[src/rtl/smbase_pkg.sv]
package smbase_pkg;
  typedef enum logic [1:0] {
    SMB_OPEN     = 2'd0,
    SMB_ANSWERED = 2'd1,
    SMB_LOCKED   = 2'd2
  } smb_state_e;

  localparam int unsigned SMB_LOCK_BIT = 1;
  localparam int unsigned SMB_PRESENT_VAL = 1;
endpackage

[src/rtl/smbase_reg_core.sv]
module smbase_reg_core
  import smbase_pkg::*;
#(
  parameter int unsigned DATA_W = 8
) (
  input  logic              clk,
  input  logic              rst_n,
  input  logic              wr_valid,
  input  logic [DATA_W-1:0] wr_data,
  output logic [DATA_W-1:0] rd_data,
  output logic              locked
);
  localparam logic [DATA_W-1:0] QUERY_CODE   = {DATA_W{1'b1}};
  localparam logic [DATA_W-1:0] PRESENT_CODE = DATA_W'(SMB_PRESENT_VAL);
  localparam logic [DATA_W-1:0] LOCK_CODE    = DATA_W'(1) << SMB_LOCK_BIT;

  smb_state_e state_q, state_d;

  always_comb begin
    state_d = state_q;
    case (state_q)
      SMB_OPEN:     if (wr_valid && wr_data == QUERY_CODE) state_d = SMB_ANSWERED;
      SMB_ANSWERED: if (wr_valid && wr_data[SMB_LOCK_BIT]) state_d = SMB_LOCKED;
      SMB_LOCKED:   state_d = SMB_LOCKED;
      default:      state_d = SMB_OPEN;
    endcase
  end

  always_ff @(posedge clk) begin
    if (!rst_n) state_q <= SMB_OPEN;
    else        state_q <= state_d;
  end

  always_comb begin
    case (state_q)
      SMB_ANSWERED: rd_data = PRESENT_CODE;
      SMB_LOCKED:   rd_data = LOCK_CODE;
      default:      rd_data = '0;
    endcase
  end

  assign locked = (state_q == SMB_LOCKED);

  assert_lock_sticky_R6: assert property (@(posedge clk) disable iff (!rst_n)
    locked |=> locked && rd_data == LOCK_CODE);

  assert_unqueried_discard_R2: assert property (@(posedge clk) disable iff (!rst_n)
    (rd_data == '0 && wr_valid && wr_data != QUERY_CODE) |=> rd_data == '0);

  assert_query_answer_R3: assert property (@(posedge clk) disable iff (!rst_n)
    (rd_data == '0 && wr_valid && wr_data == QUERY_CODE) |=> rd_data == PRESENT_CODE);

  assert_readback_onehot_R4: assert property (@(posedge clk) disable iff (!rst_n)
    $onehot0(rd_data));
endmodule

[src/rtl/smbase_bh_resp.sv]
module smbase_bh_resp #(
  parameter int unsigned BH_DATA_W = 32
) (
  input  logic                 clk,
  input  logic                 rst_n,
  input  logic                 req_valid,
  output logic                 req_ready,
  output logic                 rsp_valid,
  input  logic                 rsp_ready,
  output logic [BH_DATA_W-1:0] rsp_data
);
  logic pend_q;

  assign req_ready = !pend_q || rsp_ready;

  always_ff @(posedge clk) begin
    if (!rst_n)                      pend_q <= 1'b0;
    else if (req_valid && req_ready) pend_q <= 1'b1;
    else if (rsp_ready)              pend_q <= 1'b0;
  end

  assign rsp_valid = pend_q;
  assign rsp_data  = {BH_DATA_W{1'b1}};

  assert_rsp_held_R8: assert property (@(posedge clk) disable iff (!rst_n)
    (rsp_valid && !rsp_ready) |=> rsp_valid);

  assert_req_answered_R8: assert property (@(posedge clk) disable iff (!rst_n)
    (req_valid && req_ready) |=> rsp_valid && rsp_data == {BH_DATA_W{1'b1}});
endmodule

[src/rtl/smbase_lock_reg.sv]
module smbase_lock_reg #(
  parameter bit          FEATURE_EN = 1'b1,
  parameter int unsigned DATA_W     = 8,
  parameter int unsigned BH_DATA_W  = 32
) (
  input  logic                 clk,
  input  logic                 rst_n,
  input  logic                 cfg_wr_valid,
  output logic                 cfg_wr_ready,
  input  logic [DATA_W-1:0]    cfg_wr_data,
  output logic [DATA_W-1:0]    cfg_rd_data,
  output logic                 bh_en,
  output logic                 smm_win_en,
  input  logic                 bh_req_valid,
  output logic                 bh_req_ready,
  output logic                 bh_rsp_valid,
  input  logic                 bh_rsp_ready,
  output logic [BH_DATA_W-1:0] bh_rsp_data
);
  localparam int unsigned LOCK_POS = smbase_pkg::SMB_LOCK_BIT;

  assign cfg_wr_ready = 1'b1;

  generate
    if (FEATURE_EN) begin : g_on
      logic locked;
      smbase_reg_core #(.DATA_W(DATA_W)) u_core (
        .clk      (clk),
        .rst_n    (rst_n),
        .wr_valid (cfg_wr_valid),
        .wr_data  (cfg_wr_data),
        .rd_data  (cfg_rd_data),
        .locked   (locked)
      );
      assign bh_en      = locked;
      assign smm_win_en = locked;
    end else begin : g_off
      logic unused_inputs;
      assign unused_inputs = ^{cfg_wr_valid, cfg_wr_data};
      assign cfg_rd_data   = '0;
      assign bh_en         = 1'b0;
      assign smm_win_en    = 1'b0;
    end
  endgenerate

  smbase_bh_resp #(.BH_DATA_W(BH_DATA_W)) u_bh (
    .clk       (clk),
    .rst_n     (rst_n),
    .req_valid (bh_req_valid),
    .req_ready (bh_req_ready),
    .rsp_valid (bh_rsp_valid),
    .rsp_ready (bh_rsp_ready),
    .rsp_data  (bh_rsp_data)
  );

  assert_enable_on_lock_R5: assert property (@(posedge clk) disable iff (!rst_n)
    $rose(bh_en) |-> $past(cfg_wr_valid && cfg_wr_data[LOCK_POS]));

  assert_enables_follow_readback_R5: assert property (@(posedge clk) disable iff (!rst_n)
    smm_win_en |-> cfg_rd_data[LOCK_POS]);

  always_comb begin
    if (!FEATURE_EN) begin
      assert_disabled_quiet_R7: assert (cfg_rd_data == '0 && !bh_en && !smm_win_en);
    end
  end
endmodule

[config.mk]
export PLATFORM = sky130hd
export DESIGN_NAME = smbase_lock_reg
export DESIGN_NICKNAME = d
export VERILOG_FILES = /design/src/rtl/smbase_pkg.sv /design/src/rtl/smbase_reg_core.sv /design/src/rtl/smbase_bh_resp.sv /design/src/rtl/smbase_lock_reg.sv
export SDC_FILE = /design/constraint.sdc
export NUM_CORES = 1
export LEC_CHECK = 0
export ABC_AREA = 1
export CAP_MARGIN = 10
export CELL_PAD_IN_SITES_DETAIL_PLACEMENT = 1
export CELL_PAD_IN_SITES_GLOBAL_PLACEMENT = 1
export CORE_ASPECT_RATIO = 2
export CORE_MARGIN = 2
export CORE_UTILIZATION = 18
export CTS_CLUSTER_DIAMETER = 150
export CTS_CLUSTER_SIZE = 12
export DETAILED_ROUTE_END_ITERATION = 16
export HOLD_SLACK_MARGIN = 0.1
export PLACE_DENSITY_LB_ADDON = 0.15
export SLEW_MARGIN = 5
export SYNTH_ARGS = -nofsm -noshare
export SYNTH_HDL_FRONTEND = slang
export SYNTH_SLANG_ARGS = --single-unit
[constraint.sdc]
create_clock -name clk -period 2.52 [get_ports clk]
set_input_delay 0.378 -clock clk [delete_from_list [all_inputs] [get_ports clk]]
set_output_delay 0.378 -clock clk [all_outputs]
set_load 0.01 [all_outputs]
======== After elaboration in Yosys (flattened, before gate mapping) ========
Cells that the tools add are included.
Widths: inputs -> output; s select.
operators by class
  equality and inequality tests ........... 5
  muxes and demuxes ....................... 6
  reduce and logical (&&, ||, !) cells .... 8
operators by type and width
  kind                count
  $eq 8x8->1 const B  1
  $pmux 2 s3          1
  $mux 2              2
  $ne 2x1->1 const B  2
  $pmux 2 s2          1
  $logic_and 1x1->1   3
  $eq 2x1->1 const B  1
  $eq 2x2->1 const B  1
  $logic_not 2->1     1
  $mux 1              2
  $reduce_and 2->1    1
  $reduce_bool 2->1   1
  $logic_not 1->1     1
  $logic_or 1x1->1    1
storage, ports and cells
  register bits after elaboration ......... 3
  input port bits ......................... 13
  output and inout bits ................... 45
  word-level logic and storage cells ...... 21

======== Longest topological paths before layout ========
Gate-level depths: netlist (run 1).
  word-level depth ........................ 4
  mapped depth ............................ 7

======== Cells and area by module ========
From an unflattened synthesis (run 1), not the netlist that was laid out.
second synthesis, totals
  cells, all modules ...................... 78
  area, all modules ....................... 564.3 um^2
modules (own cells, without submodules)
  module           times used  cells an instance  area each (um^2)  seq. area each (um^2)
  smbase_bh_resp   1           39                 290.3             20.0
  smbase_reg_core  1           36                 255.2             40.0
  smbase_lock_reg  1           3                  18.8              0.0

======== Worst setup path after synthesis (run 1) ========
Ideal clock, no wire load.
  kind .................................... register to output
  from .................................... register g_on.u_core.state_q[0]
  to ...................................... output cfg_rd_data[1]
  data arrival time ....................... 785 ps
  data required time ...................... 2142 ps
  path slack .............................. 1357 ps
  stages on the path, launching flop included .. 4
  path buffers ............................ 1
  path through ............................ dfxtp_1 > inv_1 > ha_1 > buf_4
on the way
  longest elaborated chain between the ends .. 2
  elaborated cells between the ends (all ways) .. 3
ends and longest elaborated chain
  element                   line                   source
  start: declaration        smbase_reg_core.sv:17  smb_state_e state_q, state_d;
  start signal: assignment  smbase_reg_core.sv:31  else state_q <= state_d;
  $eq 2x2->1                --
  via bh_en                 smbase_lock_reg.sv:12  output logic bh_en,
  $pmux 2 s2                smbase_reg_core.sv:35  case (state_q)
  end: declaration          smbase_lock_reg.sv:11  output logic [DATA_W-1:0] cfg_rd_data,
The timed path passes the listed nets, and every way through them passes these cells.

======== Final worst setup path (run 1) ========
  from .................................... input bh_rsp_ready
  to ...................................... output bh_req_ready
on the way
  longest elaborated chain between the ends .. 1
ends and longest elaborated chain
  element             line                   source
  start: declaration  smbase_lock_reg.sv:17  input logic bh_rsp_ready,
  $logic_or 1x1->1    smbase_bh_resp.sv:14   assign req_ready = !pend_q || rsp_ready;
  end: declaration    smbase_lock_reg.sv:15  output logic bh_req_ready,
No other way between the ends.

==> results of run 1 <==
[flip-flops by register name (all words and copies together), names as in the netlist]
name and count:
g_on.u_core.state_q 2, u_bh.rsp_valid 1
[logic make-up (layout without fill, tap and decap cells)]
logic type / count (synthesis) / count (layout)
buf+inv: 48 / 29
simple gates: 16 / 16
fa+ha+maj: 4 / 4
compound gates: 3 / 3
flops: 3 / 3
other cells: 2 / 39
[cells in the mapped netlist]
library cell  instances  share of area (%)
a21boi_0              1                1.4
a21oi_1               2                1.8
buf_4                41                 56
conb_1                2                1.4
dfxtp_1               3                 11
ha_1                  4                9.2
inv_1                 7                4.8
nand2_1               8                5.5
nand2_2               1                1.1
nand3_1               2                1.8
nand3_2               1                1.8
nor2_1                2                1.4
nor2_2                2                2.3
[routing by layer]
metal / vias up / global-route usage, % / part of all wire, %
li1: 182 / - / -
met1: 160 / 3.78 / 25
met2: 34 / 10.0 / 60
met3: 0 / 2.20 / 15
met4: 0 / 4.69 / 0
met5: - / 0 / 0
[per-stage QoR]
step / cells / hold slack, ps
after floorplan: 113 / 499
after global placement: 120 / 482
after detailed placement: 120 / 506
after CTS: 124 / 511
after global routing: 124 / 550
final: 124 / 501
[area by class of cell]
class                   instances  area [um2]  area share [%]
multi-input cells              62         290            45.4
repair buffers                 18         180            28.2
flip-flops and latches          3        60.1            9.39
clock buffers                   4        45.0            7.05
well taps                      30        37.5            5.87
inverters                       7        26.3            4.11
[tightest hold or removal path, cell delays in order (launching register included)]
cell,delay [ps]
dfxtp_1,300
nand2_1,70
a21boi_0,70
[report_power, final]
part | total, mW | internal (mW) | switching [mW]
registers | 0.0747 | 0.0649 | 0.00981
clock network | 0.143 | 0.108 | 0.0345
logic | 0.258 | 0.119 | 0.138
total | 0.475 | 0.292 | 0.182
[placed cells by master (no fill, tap or decap), types with 2 or more instances in the layout]
| cell type | instances |
|---|---|
| ha_1 | 4 |
| nand3_1 | 2 |
| a21oi_1 | 2 |
| clkdlybuf4s50_1 | 18 |
| clkbuf_8 | 3 |
| nor2_2 | 2 |
| nor2_1 | 2 |
| dfxtp_1 | 3 |
| conb_1 | 39 |
| inv_1 | 7 |
| nand2_1 | 8 |
[worst max-delay path by stage]
stage / slack (ps) / from / endpoint / cells past startpoint
2_1_floorplan: 1360 / g_on.u_core.state_q[0] / cfg_rd_data[1] / 3
3_3_place_gp: 690 / bh_rsp_ready / bh_req_ready / 4
3_5_place_dp: 670 / bh_rsp_ready / bh_req_ready / 4
4_1_cts: 670 / bh_rsp_ready / bh_req_ready / 4
5_1_grt: 640 / bh_rsp_ready / bh_req_ready / 4
6_report: 680 / bh_rsp_ready / bh_req_ready / 4
==> results.cfg, run 1 <==
[timing]
setup_violations = 0
finalCritPeriodShare_pct = 72.9
fin_skew_ps = 2.95
finalHoldViolCount = 0
fin_setup_tns_ps = 0
fmax_mhz = 544
drv_slew = 0
rsz0062_at_grt = false
worst_slack_ps = 683
min_period_ps = 1840

[grt]
grt_overflow_total = 0
grt_max_degree = 5
grt_pass1_wl_um = 1320
grt_pass1_vias = 325
track_usage_pct = 5.31
antenna_found_initial = 0

[clock_network]
htreeDepth = 1
cts_tree = built
cts.clk_slew.worst_paths_ps = 30
ctsLongestPathBuffers = 2
clkLatencyLatePin_ps = 220
cts_setup_buffers = 0
cts.sinks = 3
cts-root-buf = clkbuf_8
cts_made_buffers = 3
holdBufCountCts = 0
cts_resized = 0

[critical_path]
path_cells = clkdlybuf4s50_1 -> inv_1 -> nand2_1 -> clkdlybuf4s50_1
max_stage_delay_ps = 530
rr_worst_depth = 6
worstSetupPathType = input pin to output pin
endpoint_kind = output pin
rrSetupSlack_ps = 1420
crit_arrival_ps = 1460
worstPathMaxFanout = 2
crit_path_start_kind = input pin
path_buf_inv = 3
crit_slowest_cell = clkdlybuf4s50_1
path_delay_family = buffers and inverters
worst_path_most_repeated_cell = clkdlybuf4s50_1
timing.rr.start = g_on.u_core.state_q[0]
cp.required_ps = 2140
rr_endpoint = g_on.u_core.state_q[1]

[placement]
portBuffers = 18
dpl_cell_area_um2 = 594
place_hpwl_um = 853
gp_congestion = 0.607
dp_slack_ps = 673

[detailed_routing]
drt_iter0_drc = 3
routed_wl_um = 937
routed_via_density = 3.03
num_vias = 376
ant_nets = 0
drc = 0
wl_per_cell_um = 7.56
first_pass_iters = 3

[finish]
num_antenna_cells = 0
final_cell_area_um2 = 639
fillers = 379
nNetsFinal = 112
drive_gt1_share_pct = 7.45
syn2layout_area_growth_pct = 17.2
final_util_pct = 22.0

[run_status]
status = complete, no violations

[synth]
synthXorXnorAreaFrac_pct = 0
syn_inst = 76
ys_warn_count = 0
muxShareOfSynthArea_pct = 0
synthSimpleGateAreaFrac_pct = 14.0
syn-cell-area_um2 = 546
synth_top_family_by_area = buffers and inverters
synth_seq_cells = 3
synth_compound_area_share_pct = 3.21
yosysUniqueCellTypes = 13
synth_adder_area_share_pct = 9.17
synth_seq_area_share_pct = 11.0
avgSynthCellArea_um2 = 7.18

[floorplan]
initial_core_util_pct = 18.8
pin_count = 58
core-area_mm2 = 0.00291
die_area_mm2 = 0.00351
rows = 28
dieHeight_um = 81.9
die_w_um = 42.9

[power_and_ir_drop]
powerDensity_mw_per_mm2 = 743
p_leak_nw = 0.347
ir_drop_mv = 0.225
design_power_total_uw = 475

[worst_hold_path]
hold_end = u_bh.rsp_valid
min_path_cells = 2
min_from = u_bh.rsp_valid
hold_path.class = register to register

[run]
drv_cap = 0
Note: power is estimated with default switching activity, not from simulation.
==> run 2: changes to the inputs <==
--- a/config.mk
+++ b/config.mk
@@ -11,7 +11,7 @@
 export CELL_PAD_IN_SITES_GLOBAL_PLACEMENT = 1
 export CORE_ASPECT_RATIO = 2
 export CORE_MARGIN = 2
-export CORE_UTILIZATION = 18
+export CORE_UTILIZATION = 17
 export CTS_CLUSTER_DIAMETER = 150
 export CTS_CLUSTER_SIZE = 12
 export DETAILED_ROUTE_END_ITERATION = 16
==> constraint.sdc (replaced) <==
create_clock -name clk -period 1.75 [get_ports clk]
set_input_delay 0.2625 -clock clk [delete_from_list [all_inputs] [get_ports clk]]
set_output_delay 0.2625 -clock clk [all_outputs]
set_load 0.01 [all_outputs]
==> run 2 against run 1 <==
  * First-iteration DRC count is 33% lower
  * Count of clock-buffer cells in the layout stayed put
  * Combinational power is 41% higher
  * Register-to-register slack worse by 750 ps
  * Worst setup slack worse by 590 ps
  * Global-route usage is 0.65 points lower
  * Cell count is 0.81% higher
  * Clock power is 45% higher
  * Total power is 43% higher
  * Wire length is 4.5% lower
  * Sequential share of layout area is 0.055 points lower
==> results.cfg, run 2 (synthesized netlist as in run 1, its figures left out) <==
[grt]
grt_max_degree = 5
grt_overflow_total = 0
antenna_found_initial = 0
grt_pass1_wl_um = 1180
grt_pass1_vias = 322
track_usage_pct = 4.66

[finish]
layout_common_cells = conb_1, clkdlybuf4s50_1, nand2_1, inv_1, ha_1
syn2layout_area_growth_pct = 17.9
drive_gt1_share_pct = 7.45
fillers = 410
nNetsFinal = 112
mostFrequentLayoutCell = conb_1
largest_reg_flops = 2
num_antenna_cells = 0
largest_register = g_on.u_core.state_q

[critical_path]
crit_arrival_ps = 1390
worstSetupPathType = register to output pin
worstPathMaxFanout = 4
crit_path_start_kind = register
endpoint_kind = output pin
timing.rr.start = g_on.u_core.state_q[1]
cp.required_ps = 1490
rr_worst_depth = 6
critPathLaunch = g_on.u_core.state_q[0]

[power_and_ir_drop]
ir_drop_mv = 0.286
power_frac_clock_pct = 30.6
p_comb_share_pct = 53.5
intPower_uw = 418
p_sw_share_pct = 38.3
p_sw_uw = 260
p_leak_nw = 0.363
power_frac_seq_pct = 15.9
powerDensity_mw_per_mm2 = 1050

[detailed_routing]
wl_met2_um = 479
ant_nets = 0
routed_via_density = 3.04
num_vias = 380
wl_met3_um = 155
drc = 0
routed_wl_um = 895
wl_per_cell_um = 7.16
drt_iter0_drc = 2
wl_met1_um = 222
top_layer_used = met4
first_pass_iters = 2

[clock_network]
cts_made_buffers = 3
ctsLongestPathBuffers = 2
cts-root-buf = clkbuf_8
holdBufCountCts = 0
cts.sinks = 3
cts.clk_slew.worst_paths_ps = 30
cts_setup_buffers = 0
clkLatencyLatePin_ps = 220
htreeDepth = 1
cts_resized = 0
cts_tree = built

[timing]
fin_setup_tns_ps = 0
setup_violations = 0
fin_skew_ps = 0.103
finalHoldViolCount = 0
rsz0062_at_grt = false
drv_slew = 0
worst_slack_ps = 94.7
finalCritPeriodShare_pct = 94.6
fmax_mhz = 604
min_period_ps = 1660

[floorplan]
core-area_mm2 = 0.00312
die_area_mm2 = 0.00371
die_w_um = 44.1
dieHeight_um = 84.1
rows = 29
pin_count = 58
initial_core_util_pct = 17.5

[placement]
dp_slack_ps = 145
gp_congestion = 0.584
portBuffers = 18
place_hpwl_um = 808

[run]
drv_cap = 0

[worst_hold_path]
hold_path.class = register to register
min_from = u_bh.rsp_valid
min_path_cells = 2

[run_status]
status = complete, no violations
-- run 2: cell count changes in the layout (fill, tap and decap cells not counted), sizes merged --
cell	previous run	this run
clkdlybuf4s50	18	17
dlymetal6s2s	0	1
-- run 2: power groups by stage --
stage	registers (mW)	clock network [mW]	logic, mW
after floorplan	0.105	0	0.320
after global placement	0.109	0	0.368
final	0.108	0.208	0.363
after global routing	0.111	0.222	0.413
after CTS	0.109	0.216	0.374
after detailed placement	0.109	0	0.369
-- run 2: final timing paths --
check / slack [ps] / end
max: 90 / smm_win_en
min: 490 / u_bh.rsp_valid
max reg2reg: 670 / g_on.u_core.state_q[1]
min reg2reg: 490 / u_bh.rsp_valid
-- run 2: area by class of cell --
class	instances	area (um2)	area share [%]
clock buffer	4	45.0	7.00
inverter	7	26.3	4.09
multi-input combinational	62	290	45.1
sequential	3	60.1	9.34
tap	31	38.8	6.03
timing repair buffer	18	183	28.4
-- run 2: metrics by stage --
stage / hold WS [ps] / cell area (um2) / power (mW) / util, % / instances
2_1_floorplan: 383 / 684 / 0.425 / - / 113
3_3_place_gp: 480 / 596 / 0.478 / 19.1 / 121
3_5_place_dp: 494 / 596 / 0.478 / 19.1 / 121
4_1_cts: 499 / 641 / 0.698 / 20.5 / 125
5_1_grt: 543 / 643 / 0.746 / 20.6 / 125
6_report: 492 / 643 / 0.678 / 20.6 / 125
-- run 2: worst max-delay path, stage by stage, from the launching register on --
cell and delay (ps):
dfxtp_1 310, inv_1 120, ha_1 190, clkdlybuf4s50_1 540
-- run 2: metal layers --
layer / vias to the layer above / track usage [%]
met5: - / 0
met2: 39 / 8.16
li1: 181 / -
met4: 0 / 5.79
met3: 3 / 2.16
met1: 157 / 2.61
==> run 3: changes to the inputs <==
--- a/config.mk
+++ b/config.mk
@@ -9,12 +9,12 @@
 export CAP_MARGIN = 10
 export CELL_PAD_IN_SITES_DETAIL_PLACEMENT = 1
 export CELL_PAD_IN_SITES_GLOBAL_PLACEMENT = 1
-export CORE_ASPECT_RATIO = 2
-export CORE_MARGIN = 2
-export CORE_UTILIZATION = 17
+export CORE_MARGIN = 3
+export CORE_UTILIZATION = 36
 export CTS_CLUSTER_DIAMETER = 150
 export CTS_CLUSTER_SIZE = 12
 export DETAILED_ROUTE_END_ITERATION = 16
+export DONT_BUFFER_PORTS = 1
 export HOLD_SLACK_MARGIN = 0.1
 export PLACE_DENSITY_LB_ADDON = 0.15
 export SLEW_MARGIN = 5
==> run 3 against run 2 <==
  * Worst setup slack better by 370 ps
  * Sequential share of layout area is 4.9 points higher
  * Non-clock buffer count is 18 lower
  * Global-route usage is 1.8 points higher
  * Cell count fell by 27%
  * First-iteration DRC count is 50% lower
  * Count of clock-buffer cells in the layout unchanged
  * Sequential power hardly changed
  * Combinational power fell by 26%
  * Wire length shrank 14%
  * Critical path depth decreased by 1
  * Critical endpoint is now bh_en
==> results.cfg, run 3 (synthesized netlist as in run 1, its figures left out) <==
[run_status]
status = complete, no violations

[grt]
grt_overflow_total = 0
track_usage_pct = 6.43
antenna_found_initial = 0
grt_max_degree = 5
grt_pass1_wl_um = 966
grt_pass1_vias = 259

[clock_network]
cts.sinks = 3
clkLatencyLatePin_ps = 230
cts_setup_buffers = 0
holdBufCountCts = 0
htreeDepth = 1
cts_tree = built
cts-root-buf = clkbuf_4
cts_resized = 0
ctsLongestPathBuffers = 2
cts.clk_slew.worst_paths_ps = 40
cts_made_buffers = 3

[placement]
gp_congestion = 0.652
place_hpwl_um = 687
portBuffers = 0

[critical_path]
crit_path_start_kind = register
worstPathMaxFanout = 4
crit_arrival_ps = 1020
endpoint_kind = output pin
cp.required_ps = 1490
worstSetupPathType = register to output pin

[power_and_ir_drop]
powerDensity_mw_per_mm2 = 1180
ir_drop_mv = 0.292
p_leak_nw = 0.270

[detailed_routing]
drt_iter0_drc = 1
drc = 0
routed_via_density = 3.45
wl_per_cell_um = 8.45
num_vias = 314
ant_nets = 0
first_pass_iters = 2
routed_wl_um = 769

[run]
drv_cap = 0

[floorplan]
pin_count = 58
rows = 13
die_area_mm2 = 0.00202
die_w_um = 44.9
core-area_mm2 = 0.00137
initial_core_util_pct = 39.9
dieHeight_um = 44.9

[finish]
mostFrequentLayoutCell = conb_1
num_antenna_cells = 0
layout_common_cells = conb_1, nand2_1, inv_1, ha_1
drive_gt1_share_pct = 9.21
nNetsFinal = 94
largest_register = g_on.u_core.state_q
syn2layout_area_growth_pct = -22.7
largest_reg_flops = 2

[timing]
finalCritPeriodShare_pct = 73.4
hold_slack_ps = 155
drv_slew = 0
setup_violations = 0
fin_skew_ps = 0.0271
min_period_ps = 1280
fmax_mhz = 778
finalHoldViolCount = 0
rsz0062_at_grt = false
fin_setup_tns_ps = 0

[worst_hold_path]
hold_path.class = input pin to register
run 3: changes by cell type in the layout (fill, tap and decap cells not counted), sizes merged:
cell / previous run / this run
dlymetal6s2s: 1 / 0
clkdlybuf4s50: 17 / 0
run 3: path summary, 6_finish.rpt:
path / slack [ps] / from / end / cells after the start
min reg2reg: 630 / u_bh.rsp_valid / u_bh.rsp_valid / 2
max: 470 / g_on.u_core.state_q[0] / bh_en / 2
max reg2reg: 590 / g_on.u_core.state_q[1] / g_on.u_core.state_q[1] / 6
min: 150 / rst_n / g_on.u_core.state_q[1] / 2
run 3: cell type report:
| class | count | area [um2] |
|---|---|---|
| Multi-Input combinational cell | 62 | 290 |
| Clock buffer | 4 | 26.3 |
| Sequential cell | 3 | 60.1 |
| Fill cell | 208 | 945 |
| Tap cell | 15 | 18.8 |
| Inverter | 7 | 26.3 |
run 3: per-layer routing:
layer | wire (um) | share of wire [%] | global-route usage [%] | up-vias
met5 | 0 | 0 | 0 | -
met4 | 0 | 0 | 3.51 | 0
met3 | 134 | 17 | 1.20 | 0
met2 | 439 | 57 | 13.6 | 29
met1 | 195 | 25 | 5.26 | 138
li1 | - | - | - | 147
run 3: report_power, final:
group	internal, mW	switching, mW
Clock	0.0854	0.0345
Combinational	0.0823	0.186
Sequential	0.0934	0.0141
Total	0.261	0.235
run 3: stage by stage:
| stage | power [mW] | cell area [um2] | instances | setup WS (ps) | utilization [%] |
|---|---|---|---|---|---|
| final | 0.496 | 422 | 91 | 465 | 30.9 |
| after global routing | 0.548 | 422 | 91 | 408 | 30.9 |
| after CTS | 0.502 | 422 | 91 | 454 | 30.9 |
| after detailed placement | 0.372 | 395 | 87 | 588 | 28.9 |
| after global placement | 0.366 | 395 | 87 | 599 | 28.9 |
| after floorplan | 0.425 | 684 | 113 | 702 | - |
run 3: critical path, stage by stage, from the launching register on:
cell and delay, ps:
dfxtp_1 310, inv_1 130, ha_1 360
